$ cat config.mk
export PLATFORM = sky130hd
export DESIGN_NAME = sync_serial_port
export DESIGN_NICKNAME = d
export VERILOG_FILES = /design/src/rtl/sio_pkg.sv /design/src/rtl/sio_baud_gen.sv /design/src/rtl/sio_edge_det.sv /design/src/rtl/sync_serial_port.sv
export SDC_FILE = /design/constraint.sdc
export NUM_CORES = 1
export LEC_CHECK = 0
export BUFFER_PORTS_ARGS = -buffer_cell sky130_fd_sc_hd__buf_2
export CORE_UTILIZATION = 30
export DETAILED_ROUTE_END_ITERATION = 8
export GPL_ROUTABILITY_DRIVEN = 0
export PLACE_DENSITY = 0.57
export SLEW_MARGIN = 20
export SYNTH_ARGS = -nofsm -noshare
export SYNTH_HDL_FRONTEND = slang
export SYNTH_SLANG_ARGS = --single-unit
$ cat constraint.sdc
create_clock -name clk -period 2.35 [get_ports clk]
set_input_delay 0.47 -clock clk [delete_from_list [all_inputs] [get_ports clk]]
set_output_delay 0.47 -clock clk [all_outputs]
set_load 0.02 [all_outputs]
$ cat src/rtl/sio_pkg.sv
package sio_pkg;
  localparam logic [1:0] ADR_DATA   = 2'd0;
  localparam logic [1:0] ADR_STATUS = 2'd1;
  localparam logic [1:0] ADR_CTRL   = 2'd2;
  localparam logic [1:0] ADR_RELOAD = 2'd3;

  localparam int CTL_INTCLK = 0;
  localparam int CTL_QUART  = 1;
  localparam int CTL_TXSRC  = 2;
  localparam int CTL_RXEN   = 3;
  localparam int CTL_SYNC   = 6;

  // cycles per half shift-clock period
  function automatic int unsigned half_period(logic [15:0] n, logic quarter, int pre_w);
    int unsigned scale;
    scale = quarter ? (32'd1 << pre_w) : 32'd1;
    return (32'(n) + 32'd1) * scale;
  endfunction
endpackage

$ cat src/rtl/sio_baud_gen.sv
module sio_baud_gen #(
  parameter int DIV_W = 8,
  parameter int PRE_W = 2
) (
  input  logic             clk,
  input  logic             rst_n,
  input  logic             run,
  input  logic             quarter,
  input  logic [DIV_W-1:0] reload,
  output logic             fall_o,
  output logic             rise_o,
  output logic             sclk_o
);
  import sio_pkg::*;

  logic [PRE_W-1:0] pre_q;
  logic [DIV_W-1:0] cnt_q;
  logic             sclk_q;
  logic             pre_tick, tick;

  assign pre_tick = quarter ? (pre_q == '1) : 1'b1;
  assign tick     = run && pre_tick && (cnt_q == '0);
  assign fall_o   = tick && sclk_q;
  assign rise_o   = tick && !sclk_q;
  assign sclk_o   = sclk_q;

  always_ff @(posedge clk or negedge rst_n) begin
    if (!rst_n) begin
      pre_q  <= '0;
      cnt_q  <= '0;
      sclk_q <= 1'b1;
    end else if (!run) begin
      pre_q  <= '0;
      cnt_q  <= reload;
      sclk_q <= 1'b1;
    end else begin
      pre_q <= pre_q + 1'b1;
      if (pre_tick) cnt_q <= (cnt_q == '0) ? reload : cnt_q - 1'b1;
      if (tick) sclk_q <= ~sclk_q;
    end
  end

  // cycle count since run began or since the previous tick
  logic [31:0] gap_q;
  always_ff @(posedge clk or negedge rst_n) begin
    if (!rst_n)      gap_q <= 32'd1;
    else if (!run)   gap_q <= 32'd1;
    else if (tick)   gap_q <= 32'd1;
    else             gap_q <= gap_q + 32'd1;
  end


  half_period_chk: assert property (@(posedge clk) disable iff (!rst_n)
    tick |-> gap_q == half_period(16'(reload), quarter, PRE_W));
endmodule

$ cat src/rtl/sio_edge_det.sv
module sio_edge_det #(
  parameter int SYNC_STAGES = 2
) (
  input  logic clk,
  input  logic rst_n,
  input  logic din,
  output logic fall_o,
  output logic rise_o
);
  logic [SYNC_STAGES-1:0] chain_q;
  logic                   prev_q;
  logic                   synced;

  assign synced = chain_q[SYNC_STAGES-1];
  assign fall_o = prev_q && !synced;
  assign rise_o = !prev_q && synced;

  always_ff @(posedge clk or negedge rst_n) begin
    if (!rst_n) begin
      chain_q <= '1;
      prev_q  <= 1'b1;
    end else begin
      chain_q <= {chain_q[SYNC_STAGES-2:0], din};
      prev_q  <= synced;
    end
  end
endmodule

$ cat src/rtl/sync_serial_port.sv
module sync_serial_port #(
  parameter int DATA_W      = 8,
  parameter int DIV_W       = 8,
  parameter int PRE_W       = 2,
  parameter int SYNC_STAGES = 2
) (
  input  logic              clk,
  input  logic              rst_n,
  input  logic [1:0]        bus_addr,
  input  logic              bus_wr,
  input  logic              bus_rd,
  input  logic [DATA_W-1:0] bus_wdata,
  output logic [DATA_W-1:0] bus_rdata,
  input  logic              sclk_i,
  output logic              sclk_o,
  output logic              sclk_oe,
  output logic              sdo,
  input  logic              sdi,
  output logic              rx_ready,
  output logic              tx_irq,
  output logic              rx_irq
);
  import sio_pkg::*;

  localparam int CNT_W = $clog2(DATA_W + 1);

  logic [DATA_W-1:0] ctrl_q, txbuf_q, txsh_q, rxsh_q, rxbuf_q, rx_next;
  logic [DIV_W-1:0]  reload_q;
  logic [CNT_W-1:0]  bits_q;
  logic tbe_q, tsc_q, rbf_q, ovr_q, inbyte_q, sdo_q;

  logic sync_en, int_clk, quarter, tx_src, rx_en, busy;
  logic wr_data, rd_data, rd_stat;
  logic bg_fall, bg_rise, bg_sclk, ex_fall, ex_rise;
  logic fall_ev, rise_ev, byte_done, load_ev;

  assign sync_en = ctrl_q[CTL_SYNC];
  assign int_clk = ctrl_q[CTL_INTCLK];
  assign quarter = ctrl_q[CTL_QUART];
  assign tx_src  = ctrl_q[CTL_TXSRC];
  assign rx_en   = ctrl_q[CTL_RXEN];
  assign busy    = (bits_q != '0);

  assign wr_data = bus_wr && (bus_addr == ADR_DATA);
  assign rd_data = bus_rd && (bus_addr == ADR_DATA);
  assign rd_stat = bus_rd && (bus_addr == ADR_STATUS);

  sio_baud_gen #(.DIV_W(DIV_W), .PRE_W(PRE_W)) u_baud (
    .clk(clk), .rst_n(rst_n), .run(sync_en && int_clk && busy),
    .quarter(quarter), .reload(reload_q),
    .fall_o(bg_fall), .rise_o(bg_rise), .sclk_o(bg_sclk)
  );

  sio_edge_det #(.SYNC_STAGES(SYNC_STAGES)) u_edge (
    .clk(clk), .rst_n(rst_n), .din(sclk_i),
    .fall_o(ex_fall), .rise_o(ex_rise)
  );

  // named shift events
  assign fall_ev   = sync_en && busy && (int_clk ? bg_fall : ex_fall);
  assign rise_ev   = sync_en && busy && (int_clk ? bg_rise : ex_rise);
  assign byte_done = rise_ev && (bits_q == CNT_W'(1));
  assign load_ev   = sync_en && !tbe_q && (!busy || byte_done);
  assign rx_next   = {sdi, rxsh_q[DATA_W-1:1]};

  always_ff @(posedge clk or negedge rst_n) begin
    if (!rst_n) begin
      ctrl_q   <= '0;
      reload_q <= '0;
      txbuf_q  <= '0;
      txsh_q   <= '0;
      rxsh_q   <= '0;
      rxbuf_q  <= '0;
      bits_q   <= '0;
      tbe_q    <= 1'b1;
      tsc_q    <= 1'b1;
      rbf_q    <= 1'b0;
      ovr_q    <= 1'b0;
      inbyte_q <= 1'b0;
      sdo_q    <= 1'b1;
    end else begin
      if (bus_wr && bus_addr == ADR_CTRL)   ctrl_q   <= bus_wdata;
      if (bus_wr && bus_addr == ADR_RELOAD) reload_q <= DIV_W'(bus_wdata);
      if (fall_ev) begin
        sdo_q    <= txsh_q[0];
        inbyte_q <= 1'b1;
      end
      if (rise_ev) begin
        rxsh_q <= rx_next;
        txsh_q <= txsh_q >> 1;
        bits_q <= bits_q - CNT_W'(1);
      end
      if (byte_done) begin
        rxbuf_q  <= rx_next;
        inbyte_q <= 1'b0;
        if (!load_ev) tsc_q <= 1'b1;
      end
      if (load_ev) begin
        txsh_q <= txbuf_q;
        bits_q <= CNT_W'(DATA_W);
        tbe_q  <= 1'b1;
        tsc_q  <= 1'b0;
      end
      if (wr_data) begin
        txbuf_q <= bus_wdata;
        tbe_q   <= 1'b0;
      end
      if (rd_data)   rbf_q <= 1'b0;
      if (byte_done) rbf_q <= 1'b1;
      if (rd_stat)   ovr_q <= 1'b0;
      if (byte_done && rbf_q) ovr_q <= 1'b1;
    end
  end

  always_comb begin
    case (bus_addr)
      ADR_DATA:   bus_rdata = rxbuf_q;
      ADR_STATUS: bus_rdata = {{(DATA_W-4){1'b0}}, ovr_q, tsc_q, rbf_q, tbe_q};
      ADR_CTRL:   bus_rdata = ctrl_q;
      default:    bus_rdata = DATA_W'(reload_q);
    endcase
  end

  assign sclk_o   = bg_sclk;
  assign sclk_oe  = sync_en && int_clk;
  assign sdo      = sdo_q;
  assign rx_ready = sync_en && rx_en && !rbf_q && !inbyte_q;
  assign tx_irq   = sync_en && (tx_src ? tsc_q : tbe_q);
  assign rx_irq   = sync_en && rbf_q;


  tbe_clear_chk: assert property (@(posedge clk) disable iff (!rst_n)
    wr_data |=> !tbe_q);

  rbf_set_chk: assert property (@(posedge clk) disable iff (!rst_n)
    byte_done |=> rbf_q);

  ovr_set_chk: assert property (@(posedge clk) disable iff (!rst_n)
    (byte_done && rbf_q) |=> ovr_q);

  idle_high_chk: assert property (@(posedge clk) disable iff (!rst_n)
    !busy |-> sclk_o);

  frozen_chk: assert property (@(posedge clk) disable iff (!rst_n)
    !sync_en |=> $stable(bits_q));

  ready_chk: assert property (@(posedge clk) disable iff (!rst_n)
    rx_ready |-> !rbf_q);
endmodule

==> flow_metrics.py <==
metrics = {
    "run_status": {
        "outcome": "finished clean",
    },
    "sta": {
        "max_freq_ghz": 0.430,
        "slew_headroom": 0.456,
        "worstMarginPinSlew_ns": 0.813,
        "setup-tns-final_ns": 0,
        "grt_setup_unrepaired": "yes",
        "setup_viol": 0,
        "finalCritPeriodShare": 0.988,
        "hold_violations": 0,
        "min_period_ns": 2.32,
        "timing.final.max_slew_violations": 0,
        "fin_skew_ns": 0.00754,
    },
    "critical_path": {
        "path_common_cell": "buf_4",
        "crit_path_top_delay_cell": "or3b_4",
        "path_cells": "inv_2 -> ha_4 -> or3b_4 -> and3_4 -> a31oi_4 -> buf_4 -> nor2_4 -> buf_12 -> buf_4 -> a22o_1",
        "critPathRequiredTime_ns": 2.57,
        "arrival_ns": 2.54,
        "critPathLaunchType": "flip-flop",
        "cp_max_fo": 9,
        "r2r_cells": 10,
        "path_delay_family": "simple AND/OR/NAND/NOR gates",
        "critical_path_buf_inv_count": 4,
        "crit_path_end_kind": "flip-flop",
        "cpPeakStageDelay_ns": 0.40,
        "critPathKind": "reg2reg",
        "cp.depth": 10,
    },
    "yosys": {
        "synth_top_area_share": 0.470,
        "syn_inst": 269,
        "synth_nets": 291,
        "synth.distinct_cells": 50,
        "synthesis.area_sq_um": 3410,
        "ys.flop_type": "dfrtp_1",
        "synth_edf_count": 0,
        "synth_seq_cells": 71,
        "ys_warn_count": 0,
        "synth_top_area_cell": "dfrtp_1",
        "synth.area.top_cells": "dfrtp_1 47%, mux2_2 16%, dfstp_2 5.4%",
        "async_flop_share": 1.00,
        "avgSynthCellArea_sq_um": 12.7,
        "synth_common_cells": "64 x dfrtp_1, 49 x mux2_2, 14 x o21ai_0",
        "yosysSeqAreaShare": 0.524,
        "synth_most_common_cell": "dfrtp_1",
    },
    "global_routing": {
        "antenna_found_initial": 0,
        "grt_max_degree": 72,
        "grt-ovfl-total": 0,
        "grt_pass1_wl_microns": 12800,
        "grt_pass1_vias": 2344,
        "grt_usage": 0.146,
    },
    "layout": {
        "fin_nets": 359,
        "seqCellArea_sq_um": 1790,
        "multi_input_area_sq_um": 1590,
        "area_growth_pct": 27.7,
        "drive_gt1_frac": 0.491,
        "n_antenna_cell": 0,
        "fin_area_sq_um": 4350,
        "fillers": 1061,
        "final_util": 0.398,
    },
    "clocking": {
        "cts_tree": "done",
        "htree_levels": 3,
        "clk_latency_ns": 0.33,
        "cts-hold-fix-buffers": 0,
        "clk_pin_slew_ns": 0.06,
        "ctsLongestPathBuffers": 2,
        "cts_root_buf": "clkbuf_16",
        "cts_sinks": 71,
        "cts_made_buffers": 9,
    },
    "detailed_routing": {
        "route.detailed.drc": 0,
        "routed_wl_microns": 7720,
        "vias": 2315,
        "vias_per_cell": 4.80,
        "first_pass_iters": 4,
        "ant_nets": 0,
        "post_drt_wl_per_cell_microns": 16.0,
        "drt_iter0_markers": 62,
    },
    "floorplan": {
        "rows": 38,
        "dieArea_sq_um": 11800,
        "die_h_microns": 109,
        "fp.coreArea_sq_um": 10900,
        "fp.dieW_microns": 109,
        "initial_utilization": 0.312,
        "io_pins": 30,
    },
    "power": {
        "p_leak_nw": 2.00,
        "ir_drop_v": 0.000438,
        "finalPower_mw": 4.78,
        "powerDensity_nw_per_um2": 1100,
    },
    "placed_design": {
        "hpwl_microns": 5390,
        "place_area_sq_um": 3930,
        "numPortBuffers": 29,
    },
    "hold_path": {
        "hold_path_class": "in2async",
    },
    "flow_run": {
        "max-cap-violations": 0,
    },
}
## registers in the layout, indices dropped and copies added (netlist names)
signal,flops
reload_q,8
rxbuf_q,8
txbuf_q,8
u_edge.prev_q,1
tsc_q,1
tbe_q,1
u_baud.pre_q,2
bits_q,4
ctrl_q,8
u_edge.chain_q,2
txsh_q,8
ovr_q,1
inbyte_q,1
rbf_q,1
u_baud.sclk_o,1
sdo,1
rxsh_q,7
u_baud.cnt_q,8
## through the flow
step	cells	hold slack (ns)	worst slack, ns
6_report	482	0.152	0.0271
2_1_floorplan	269	0.174	0.0172
4_1_cts	481	0.169	0.00642
3_5_place_dp	458	0.347	-0.181
3_3_place_gp	458	0.350	-0.143
5_1_grt	482	0.178	-0.0376
## routing by layer
| metal | track usage | share of wire | routed length [microns] | up-vias |
|---|---|---|---|---|
| met2 | 0.227 | 0.47 | 3640 | 36 |
| met3 | 0.0356 | 0.032 | 250 | 4 |
| met5 | 0 | 0 | 0 | - |
| met4 | 0.0434 | 0.0049 | 38 | 0 |
| li1 | - | - | - | 1115 |
| met1 | 0.200 | 0.49 | 3790 | 1160 |
## worst reg2reg max path, delay by kind of cell (launching register included)
| family | cells | cell delay (ns) |
|---|---|---|
| compound gates | 2 | 0.51 |
| buf+inv | 4 | 0.55 |
| simple gates | 3 | 0.63 |
| fa+ha+maj | 1 | 0.13 |
| flops | 1 | 0.38 |
## report_power, final
| part | leakage [nW] | total (mW) | switching, mW | internal, mW |
|---|---|---|---|---|
| Combinational | 0.984 | 1.57 | 0.708 | 0.858 |
| Sequential | 0.869 | 1.84 | 0.239 | 1.60 |
| Clock | 0.147 | 1.38 | 0.545 | 0.834 |
| Total | 2.00 | 4.78 | 1.49 | 3.29 |
## area by class of cell
class | count | area share
sequential | 71 | 0.410
multi-input combinational | 179 | 0.364
timing repair buffer | 68 | 0.108
clock buffer | 9 | 0.0517
tap | 140 | 0.0402
clock inverter | 7 | 0.0187
inverter | 8 | 0.00690
## cell usage in the layout (no fill, tap or decap), types with 3 or more instances in the layout
| master | n |
|---|---|
| mux2_4 | 10 |
| mux2_2 | 47 |
| a22o_1 | 5 |
| nand2_1 | 13 |
| nand2b_1 | 3 |
| nand3_1 | 3 |
| clkbuf_16 | 9 |
| a21oi_1 | 9 |
| dfrtp_1 | 64 |
| nor3_1 | 5 |
| ha_1 | 5 |
| mux4_2 | 4 |
| and2_1 | 3 |
| nor3b_1 | 3 |
| buf_2 | 29 |
| clkinv_4 | 3 |
| inv_1 | 6 |
| buf_4 | 35 |
| nor2b_1 | 3 |
| o21ai_0 | 14 |
| dfstp_2 | 7 |
| nor2_1 | 13 |
## repair_timing
action	in CTS	in global routing
endpoints found under the setup margin	20	15
setup buffers	6	1
endpoints found under the hold margin	0	0
resized for setup	6	7
cloned	1	0
pin swaps	3	1
## cell families after synthesis
logic type	synth area share
buffers and inverters	0.0279
muxes	0.229
and+or+nand+nor	0.102
AOI/OAI and AO/OA	0.0903
adders and majority gates	0.0220
DFF	0.524
xor gates and xnor gates	0.00514
## worst paths after layout
check | start | to | slack, ns
setup / recovery | bits_q[1]$_DFFE_PN0P_ | ovr_q$_DFFE_PN0P_ | 0.03
hold / removal | rst_n | rxsh_q[5]$_DFFE_PN0P_ | 0.15
setup reg to reg | bits_q[1]$_DFFE_PN0P_ | ovr_q$_DFFE_PN0P_ | 0.03
hold reg to reg | u_edge.chain_q[0]$_DFF_PN1_ | u_edge.chain_q[1]$_DFF_PN1_ | 0.36
max in group asynchronous | rst_n | u_edge.chain_q[0]$_DFF_PN1_ | 1.84
min in group clk | sclk_i | u_edge.chain_q[0]$_DFF_PN1_ | 0.24
Power figures use the tool's default switching activity.
